**config.mk**
```make
export PLATFORM = sky130hd
export DESIGN_NAME = spi_cfg_slave
export DESIGN_NICKNAME = d
export VERILOG_FILES = /design/src/rtl/spi_cfg_pkg.sv /design/src/rtl/spi_cfg_ctl.sv /design/src/rtl/spi_cfg_regs.sv /design/src/rtl/spi_cfg_slave.sv
export SDC_FILE = /design/constraint.sdc
export NUM_CORES = 1
export LEC_CHECK = 0
export ABC_AREA = 1
export BUFFER_PORTS_ARGS = -buffer_cell sky130_fd_sc_hd__buf_2
export CAP_MARGIN = 20
export CORE_ASPECT_RATIO = 1.4
export CORE_UTILIZATION = 42
export DETAILED_ROUTE_END_ITERATION = 6
export HOLD_SLACK_MARGIN = 0.1
export SETUP_SLACK_MARGIN = 0.15
export SYNTH_ARGS = -nofsm -noshare
export SYNTH_HDL_FRONTEND = slang
export SYNTH_SLANG_ARGS = --single-unit
```
**constraint.sdc**
```tcl
create_clock -name clk -period 4.6 [get_ports clk]
set_input_delay 0.23 -clock clk [delete_from_list [all_inputs] [get_ports clk]]
set_output_delay 0.23 -clock clk [all_outputs]
set_load 0.05 [all_outputs]
```
**src/rtl/spi_cfg_pkg.sv**
```systemverilog
package spi_cfg_pkg;
  localparam int ADDR_W = 13;
  localparam int DATA_W = 8;
  localparam int CMD_W  = 16;

  typedef struct packed {
    logic              wrStb;
    logic [ADDR_W-1:0] addr;
    logic [DATA_W-1:0] wdata;
  } regCmd_t;
endpackage

```
**src/rtl/spi_cfg_ctl.sv**
```systemverilog
module spi_cfg_ctl
  import spi_cfg_pkg::*;
(
  input  logic              clk,
  input  logic              rstN,
  input  logic              csN,
  input  logic              sclk,
  input  logic              sdi,
  input  logic [DATA_W-1:0] rdData,
  output regCmd_t           cmd,
  output logic              sdo,
  output logic              sdoOe,
  output logic              modeSpi,
  output logic              fmtTwos,
  output logic              outLvds
);
  typedef enum logic [1:0] {PH_IDLE, PH_INSTR, PH_DATA, PH_DONE} phase_t;

  logic [1:0] csS, sclkS, sdiS;
  logic       sclkPrev;
  phase_t     phase;
  logic [3:0] bitCnt;
  logic [CMD_W-2:0] shiftIn;
  logic       isRead;
  logic [1:0] lenCode, bytesDone;
  logic [ADDR_W-1:0] addrCnt;
  logic [DATA_W-1:0] shiftOut;

  logic csActive, sclkRise, sclkFall, byteEnd;
  logic [CMD_W-1:0] instrWord;

  assign csActive  = ~csS[1];
  assign sclkRise  = sclkS[1] & ~sclkPrev;
  assign sclkFall  = ~sclkS[1] & sclkPrev;
  assign instrWord = {shiftIn, sdiS[1]};
  assign byteEnd   = csActive && (phase == PH_DATA) && sclkRise && (bitCnt[2:0] == 3'd7);

  always_comb begin
    cmd.wrStb = byteEnd && !isRead;
    cmd.addr  = addrCnt;
    cmd.wdata = {shiftIn[DATA_W-2:0], sdiS[1]};
  end

  always_ff @(posedge clk or negedge rstN) begin
    if (!rstN) begin
      csS <= 2'b11; sclkS <= '0; sdiS <= '0; sclkPrev <= 1'b0;
      phase <= PH_IDLE; bitCnt <= '0; shiftIn <= '0; isRead <= 1'b0;
      lenCode <= '0; bytesDone <= '0; addrCnt <= '0; shiftOut <= '0;
      sdo <= 1'b0; sdoOe <= 1'b0;
      modeSpi <= 1'b0; fmtTwos <= 1'b0; outLvds <= 1'b0;
    end else begin
      csS      <= {csS[0], csN};
      sclkS    <= {sclkS[0], sclk};
      sdiS     <= {sdiS[0], sdi};
      sclkPrev <= sclkS[1];
      if (!modeSpi) begin
        fmtTwos <= sclkS[1];
        outLvds <= sdiS[1];
        if (csActive) modeSpi <= 1'b1;
      end
      if (!csActive) begin
        phase <= PH_IDLE;
        sdoOe <= 1'b0;
      end else begin
        case (phase)
          PH_IDLE: begin
            phase     <= PH_INSTR;
            bitCnt    <= '0;
            bytesDone <= '0;
          end
          PH_INSTR: if (sclkRise) begin
            shiftIn <= instrWord[CMD_W-2:0];
            bitCnt  <= bitCnt + 4'd1;
            if (bitCnt == 4'd15) begin
              isRead  <= instrWord[15];
              lenCode <= instrWord[14:13];
              addrCnt <= instrWord[ADDR_W-1:0];
              phase   <= PH_DATA;
            end
          end
          PH_DATA: begin
            if (sclkRise) begin
              shiftIn <= instrWord[CMD_W-2:0];
              bitCnt  <= {1'b0, bitCnt[2:0] + 3'd1};
            end
            if (byteEnd) begin
              addrCnt   <= addrCnt + 1'b1;
              bytesDone <= bytesDone + 2'd1;
              if (lenCode != 2'b11 && bytesDone == lenCode) begin
                phase <= PH_DONE;
                sdoOe <= 1'b0;
              end
            end
            if (sclkFall && isRead) begin
              sdoOe <= 1'b1;
              if (bitCnt[2:0] == 3'd0) begin
                sdo      <= rdData[DATA_W-1];
                shiftOut <= {rdData[DATA_W-2:0], 1'b0};
              end else begin
                sdo      <= shiftOut[DATA_W-1];
                shiftOut <= {shiftOut[DATA_W-2:0], 1'b0};
              end
            end
          end
          default: ;
        endcase
      end
    end
  end

  // serial mode, once entered, persists
  a_r3_mode_sticky: assert property (@(posedge clk) disable iff (!rstN)
    modeSpi |=> modeSpi);
  // strap outputs frozen in serial mode
  a_r3_strap_frozen: assert property (@(posedge clk) disable iff (!rstN)
    modeSpi |=> ($stable(fmtTwos) && $stable(outLvds)));
  // data line driven only for reads, never during the command
  a_r9_oe_read_only: assert property (@(posedge clk) disable iff (!rstN)
    sdoOe |-> (isRead && phase != PH_INSTR));
  // byte counter never passes the coded length
  a_r5_len_bound: assert property (@(posedge clk) disable iff (!rstN)
    (phase == PH_DATA && lenCode != 2'b11) |-> (bytesDone <= lenCode));
  // each written byte advances the address by one
  a_r7_addr_step: assert property (@(posedge clk) disable iff (!rstN)
    cmd.wrStb |=> (addrCnt == $past(addrCnt) + 1'b1));
endmodule

```
**src/rtl/spi_cfg_regs.sv**
```systemverilog
module spi_cfg_regs
  import spi_cfg_pkg::*;
#(
  parameter int NUM_REGS = 16,
  parameter int REF_ADDR = 8
) (
  input  logic              clk,
  input  logic              rstN,
  input  regCmd_t           cmd,
  output logic [DATA_W-1:0] rdData,
  output logic              refEnable,
  output logic [2:0]        fullScaleSel
);
  localparam int IDX_W = (NUM_REGS > 1) ? $clog2(NUM_REGS) : 1;
  localparam logic [DATA_W-1:0] REF_MASK = 8'h0F;

  logic [NUM_REGS-1:0][DATA_W-1:0] regs;
  logic inRange;
  logic [IDX_W-1:0] idx;

  assign inRange = (cmd.addr < ADDR_W'(NUM_REGS));
  assign idx     = cmd.addr[IDX_W-1:0];
  assign rdData  = inRange ? regs[idx] : '0;
  assign refEnable    = regs[REF_ADDR][3];
  assign fullScaleSel = regs[REF_ADDR][2:0];

  always_ff @(posedge clk or negedge rstN) begin
    if (!rstN) begin
      regs <= '0;
    end else if (cmd.wrStb && inRange) begin
      for (int i = 0; i < NUM_REGS; i++) begin
        if (idx == IDX_W'(i))
          regs[i] <= (i == REF_ADDR) ? (cmd.wdata & REF_MASK) : cmd.wdata;
      end
    end
  end

  // writes outside the bank leave every register unchanged
  a_r11_unmapped_no_write: assert property (@(posedge clk) disable iff (!rstN)
    (cmd.wrStb && !inRange) |=> $stable(regs));
  // upper nibble of the reference register never becomes set
  a_r10_ref_upper_clear: assert property (@(posedge clk) disable iff (!rstN)
    cmd.wrStb |=> (regs[REF_ADDR][7:4] == 4'h0));
endmodule

```
**src/rtl/spi_cfg_slave.sv**
```systemverilog
module spi_cfg_slave
  import spi_cfg_pkg::*;
#(
  parameter int NUM_REGS = 16,
  parameter int REF_ADDR = 8
) (
  input  logic       clk,
  input  logic       rstN,
  input  logic       csN,
  input  logic       sclk,
  input  logic       sdioIn,
  output logic       sdioOut,
  output logic       sdioOe,
  output logic       spiMode,
  output logic       fmtTwosComp,
  output logic       lvdsSel,
  output logic       refEnable,
  output logic [2:0] fullScaleSel
);
  regCmd_t           cmd;
  logic [DATA_W-1:0] rdData;

  spi_cfg_ctl u_ctl (
    .clk(clk), .rstN(rstN), .csN(csN), .sclk(sclk), .sdi(sdioIn),
    .rdData(rdData), .cmd(cmd), .sdo(sdioOut), .sdoOe(sdioOe),
    .modeSpi(spiMode), .fmtTwos(fmtTwosComp), .outLvds(lvdsSel)
  );

  spi_cfg_regs #(.NUM_REGS(NUM_REGS), .REF_ADDR(REF_ADDR)) u_regs (
    .clk(clk), .rstN(rstN), .cmd(cmd), .rdData(rdData),
    .refEnable(refEnable), .fullScaleSel(fullScaleSel)
  );
endmodule

```
=== Yosys cells after proc, flatten, opt, wreduce, memory -nomap -nowiden ===
Cells that the tools add are included.

* Add/subtract/negate cells: 4
* Order comparisons: 2
* Equality and inequality tests: 29
* Mux-type cells: 27
* Bitwise operators: 5
* Reduce and logical (&&, ||, !) cells: 43

{| class="wikitable"
|+ Operators by type and width
! cell !! number
|-
| $mux 13 || 3
|-
| $eq 4x4->1 const B || 9
|-
| $bmux 8 s4 || 1
|-
| $reduce_and 2->1 || 16
|-
| $pmux 13 s2 || 1
|-
| $mux 8 || 3
|-
| $eq 4x3->1 const B || 4
|-
| $add 13x1->13 const B || 1
|-
| $lt 13x5->1 const B || 1
|-
| $mux 2 || 6
|-
| $pmux 4 s3 || 1
|-
| $reduce_and 3->1 || 4
|-
| $reduce_and 5->1 || 2
|-
| $ne 3x1->1 const B || 3
|-
| $reduce_bool 3->1 || 3
|-
| $eq 4x2->1 const B || 2
|-
| $mux 1 || 8
|-
| $mux 4 || 2
|-
| $ne 2x1->1 const B || 4
|-
| $reduce_and 4->1 || 2
|-
| $logic_and 1x1->1 || 7
|-
| $pmux 2 s3 || 1
|-
| $reduce_bool 2->1 || 3
|-
| $lt 4x5->1 const B || 1
|-
| other kinds (19) || 22
|}

* Register bits: 183
* Input bits: 5
* Output and inout bits: 9

=== Longest topological paths before layout ===
* Depth after elaboration: 8
* Mapped depth: 11

=== Hierarchy ===
A second synthesis with hierarchy kept.

* Cells, all modules: 1,313
* Area, all modules: 9,790.6 um^2

{| class="wikitable"
|+ By module, submodules not included
! module !! times used !! cells each !! area an instance (um^2) !! sequential area each (um^2)
|-
| spi_cfg_regs || 1 || 954 || 6,869.1 || 3,103.0
|-
| spi_cfg_ctl || 1 || 359 || 2,921.6 || 1,453.9
|}

=== Worst setup path before layout ===
No wires, ideal clock.

* Path type: flip-flop to flip-flop
* Start: reg u_ctl.phase[0]
* End: reg u_regs.regs[96] (netlist bit)
* Setup time: 0.130 ns
* Data arrival time: 1.797 ns
* Required time: 4.470 ns
* Slack: 2.672 ns
* Cell stages (with the launch flop): 12
* Period minus slack after synthesis: 1.928 ns
* Path through: dfrtp_1 inv_1 ha_1 nand2_1 nor2_2 nand2_2 nor3_4 buf_8 nand2_4 buf_2 nand2_1 o21ai_1

* Word-level cells in the longest chain between the ends: 7

{| class="wikitable"
|+ RTL lines
! what !! RTL line !! text
|-
| start: declaration || spi_cfg_ctl.sv:21 || <nowiki>phase_t phase;</nowiki>
|-
| start signal: assignment || spi_cfg_ctl.sv:47 || <nowiki>phase <= PH_IDLE; bitCnt <= '0; shiftIn <= '0; isRead <= 1'b0;</nowiki>
|-
| start signal: assignment || spi_cfg_ctl.sv:62 || <nowiki>phase <= PH_IDLE;</nowiki>
|-
| start signal: assignment || spi_cfg_ctl.sv:67 || <nowiki>phase <= PH_INSTR;</nowiki>
|-
| $eq 2x2->1 || spi_cfg_ctl.sv:36 || <nowiki>assign byteEnd = csActive && (phase == PH_DATA) && sclkRise && (bitCnt[2:0] == 3'd7);</nowiki>
|-
| $logic_and 1x1->1 (3 in a row) || spi_cfg_ctl.sv:36 ||
|-
| $logic_and 1x1->1 || spi_cfg_ctl.sv:39 || <nowiki>cmd.wrStb = byteEnd && !isRead;</nowiki>
|-
| $logic_and 1x1->1 || spi_cfg_regs.sv:30 || <nowiki>end else if (cmd.wrStb && inRange) begin</nowiki>
|-
| $reduce_and 2->1 (no line) || n/a ||
|-
| end signal: indexed assignment || spi_cfg_regs.sv:33 || <nowiki>regs[i] <= (i == REF_ADDR) ? (cmd.wdata & REF_MASK) : cmd.wdata;</nowiki>
|-
| end: declaration || spi_cfg_regs.sv:17 || <nowiki>logic [NUM_REGS-1:0][DATA_W-1:0] regs;</nowiki>
|}

Every way passes these cells.
A chain may end at the register's enable or synchronous reset.

=== Final worst setup path ===
* Start: reg u_ctl.phase[0]
* End: reg u_regs.regs[4] (netlist bit)

Same word-level chain as after synthesis.

==> metrics <==
crit-path max FO=24; Sw Share=0.388; P per Cell Area=499 nW/um^2; Compound-Gate Fraction of Synth Area=0.113; WL/cell=16.9 um; clock network fraction of total power=0.310; Synth Cell Area=8660 sq um; top cells by area, synth=dfrtp_1, nand2_1, o21ai_0; Comb pwr share=0.318; die area=21200 sq um; post-synth top area share=0.520; First DRT Iteration DRCs=449; EDFF count, synth=0; Reg clk slew, reported paths=60 ps; Clock Tree Root=clkbuf_16; Worst slew margin=0.373; Synth Net Count=1119; post-DP HPWL=15000 um; Pint=2.88 mW; DIE WIDTH=123 um; num rows=61; Top Usage Layer GRT=met2; Data arrival, critical path=3310 ps; Hold/Removal Path Class=reg -> reg; vias=7090; reg2reg setup slack=1630 ps; hold_buf cts=4; initial antenna violation count=0; Commonest cells post-synth=nand2_1, dfrtp_1, o21ai_0, nand3_1, nor2_1; FF-to-FF End=u_regs.regs[4]; Synth Flop Type=dfrtp_1; I/O Pins=14; Period Utilization, post-route=0.646; Hold Fails Final Rpt=0; Peak VDD IR=0.324 mV; met2 GRT Util=0.395; vias per inst=5.23; first-pass GRT wire length=37200 um; Achievable Freq=0.336 GHz; P_sw=1.83 mW; CTS Buf Count=17; Slew Viols, Final=0; total grt overflow=0; RSZ-0062 raised after global routing=false; minimum clock period=2970 ps; r2r startpoint=u_ctl.phase[0]; mux share of post-synthesis cell area=0; Gate Count Post-Synth=1104; largest net degree at the start of global routing=113; clk_skew=10.1 ps; Area growth syn-to-layout=9.05%; Core ar.=20000 sq um; largest family of logic cells by synthesized area=simple AND/OR/NAND/NOR gates; R2R depth=9; register area share after synthesis=0.526; Pre-antenna DRT Iters=5; clk buf depth=2; Worst Setup End Kind=flop; Seq pwr share=0.373; Adder-Cell Fraction of Synth Area=0.0145; FF+latch count, synth=182; total track usage=0.236; met3 Track Usage GR=0.0383; Sum Neg Setup Slack=0 ps; Hold Path Origin=u_ctl.sclkS[0]; max-cap violation count=0; # setup viols final=0; RD Place Congestion=0.861; hold endpoint=u_ctl.sclkS[1]; leakage power=4.38 nW; status=completed; Residual DRC=0; Synth Area in Simple Gates=0.288; vias in the first global route=6860; Yosys cell types=33; critical path required time=4940 ps; Post-synth ARST share=1.00; diodes inserted=0; clk_lat worst skew=440 ps; largest area contributor in the synthesized netlist=dfrtp_1; total wire length=23000 um; Final Util=0.472; hold path depth=0; M1 GR Usage=0.299; H-tree lvl count=4; synth warn=0; Worst Setup Path Type=reg -> reg; CTS sink cnt=182; post-CTS sizing=0; Post-CTS Setup Inserts=0; height of the die=172 um; crit path launch type=flop; DRT antenna net count=0; Synth Area per Inst=7.84 sq um; layout cells sized above 1=0.0617; CTS tree=built; Initial Util=0.433; I/O Buffers=13; Post-Synth XOR/XNOR Area=0.00101; worst-margin pin slew=941 ps; fin nets=1105; most frequent cell after synthesis=nand2_1; # fillers=2022
[per-stage QoR]
| stage | setup slack, ps | total power, mW | std cells | instance area (sq um) | hold WS, ps |
|---|---|---|---|---|---|
| 2_1_floorplan | 2670 | 2.75 | 1104 | 8660 | -65.6 |
| 3_3_place_gp | 1740 | 3.27 | 1319 | 8820 | 332 |
| 3_5_place_dp | 1640 | 3.27 | 1319 | 8820 | 336 |
| 4_1_cts | 1610 | 4.73 | 1355 | 9440 | 351 |
| 5_1_grt | 1390 | 4.98 | 1355 | 9440 | 354 |
| 6_report | 1630 | 4.71 | 1355 | 9440 | 348 |
[flip-flops by register name, summed over array words and instances (netlist names), 3 cells and up]
name,flops
u_regs.regs,120
u_regs.fullScaleSel,3
u_ctl.addrCnt,13
u_ctl.shiftOut,7
u_ctl.shiftIn,15
u_ctl.bitCnt,4
[final cells by class]
class	instances	area [sq um]	share of cell area
Sequential cell	182	4560	0.483
Multi-Input combinational cell	807	3600	0.382
Clock buffer	24	482	0.0510
Tap cell	252	315	0.0334
Inverter	58	218	0.0231
Timing Repair Buffer	24	166	0.0176
Clock inverter	8	97.6	0.0103
[critical path, stage by stage, from the launching register on]
cell	delay [ps]
dfrtp_1	390
inv_1	80
ha_1	680
nand2_1	210
nor2_2	240
nand2_2	90
nor3_4	130
buf_4	350
nand2_1	380
o21ai_0	310
[metal layers]
| metal | wire [um] | vias to the layer above | part of all wire |
|---|---|---|---|
| li1 | - | 3503 | - |
| met1 | 10100 | 3406 | 0.44 |
| met2 | 11400 | 137 | 0.50 |
| met3 | 719 | 44 | 0.031 |
| met4 | 764 | 0 | 0.033 |
| met5 | 0 | - | 0 |
[power groups by stage]
| stage | logic [mW] | clock network, mW | registers, mW |
|---|---|---|---|
| 3_3_place_gp | 1.49 | 0 | 1.78 |
| 2_1_floorplan | 0.984 | 0 | 1.77 |
| 3_5_place_dp | 1.49 | 0 | 1.78 |
| 6_report | 1.49 | 1.46 | 1.75 |
| 4_1_cts | 1.50 | 1.48 | 1.75 |
| 5_1_grt | 1.67 | 1.55 | 1.77 |
[how the worst max path moves through the flow]
stage | depth (start not counted) | from | slack, ps | to
2_1_floorplan | 11 | u_ctl.phase[0] | 2670 | u_regs.regs[96]
3_3_place_gp | 10 | u_ctl.phase[0] | 1740 | u_regs.regs[4]
3_5_place_dp | 9 | u_ctl.phase[0] | 1640 | u_regs.regs[4]
4_1_cts | 9 | u_ctl.phase[0] | 1610 | u_regs.regs[4]
5_1_grt | 10 | u_ctl.phase[0] | 1390 | u_regs.regs[11]
6_report | 9 | u_ctl.phase[0] | 1630 | u_regs.regs[4]
[cell usage in the layout, fill, tap and decap left out]
cell and instances:
nand2_1 415, dfrtp_1 179, o21ai_0 137, nand3_1 86
nor2_1 74, inv_1 56, o21ai_1 34, a21oi_1 17
clkbuf_16 17, buf_2 12, ha_1 10, nand2_4 9
buf_4 7, nor3_1 6, clkbuf_1 4, clkbuf_8 4
dlygate4sd3_1 4, or2_2 3, nand4_1 3, nand3b_1 3
clkinv_2 3, clkinvlp_4 3, inv_2 2, bufinv_16 2
dfstp_2 2, nor2_2 1, nand2_2 1, nor3_4 1
o21a_1 1, o21bai_1 1, and3_1 1, a31oi_1 1
xnor2_1 1, o211ai_1 1, o31ai_1 1, dfrtp_2 1
[logic make-up (layout without fill, tap and decap cells)]
logic type | after synthesis | count (layout)
AO/OA/AOI/OAI | 193 | 193
flip-flops | 182 | 182
AND/OR/NAND/NOR | 603 | 603
adder cells (fa/ha/maj) | 10 | 10
buffers and inverters | 115 | 114
XOR/XNOR | 1 | 1
Note: power is estimated with default switching activity, not from simulation.
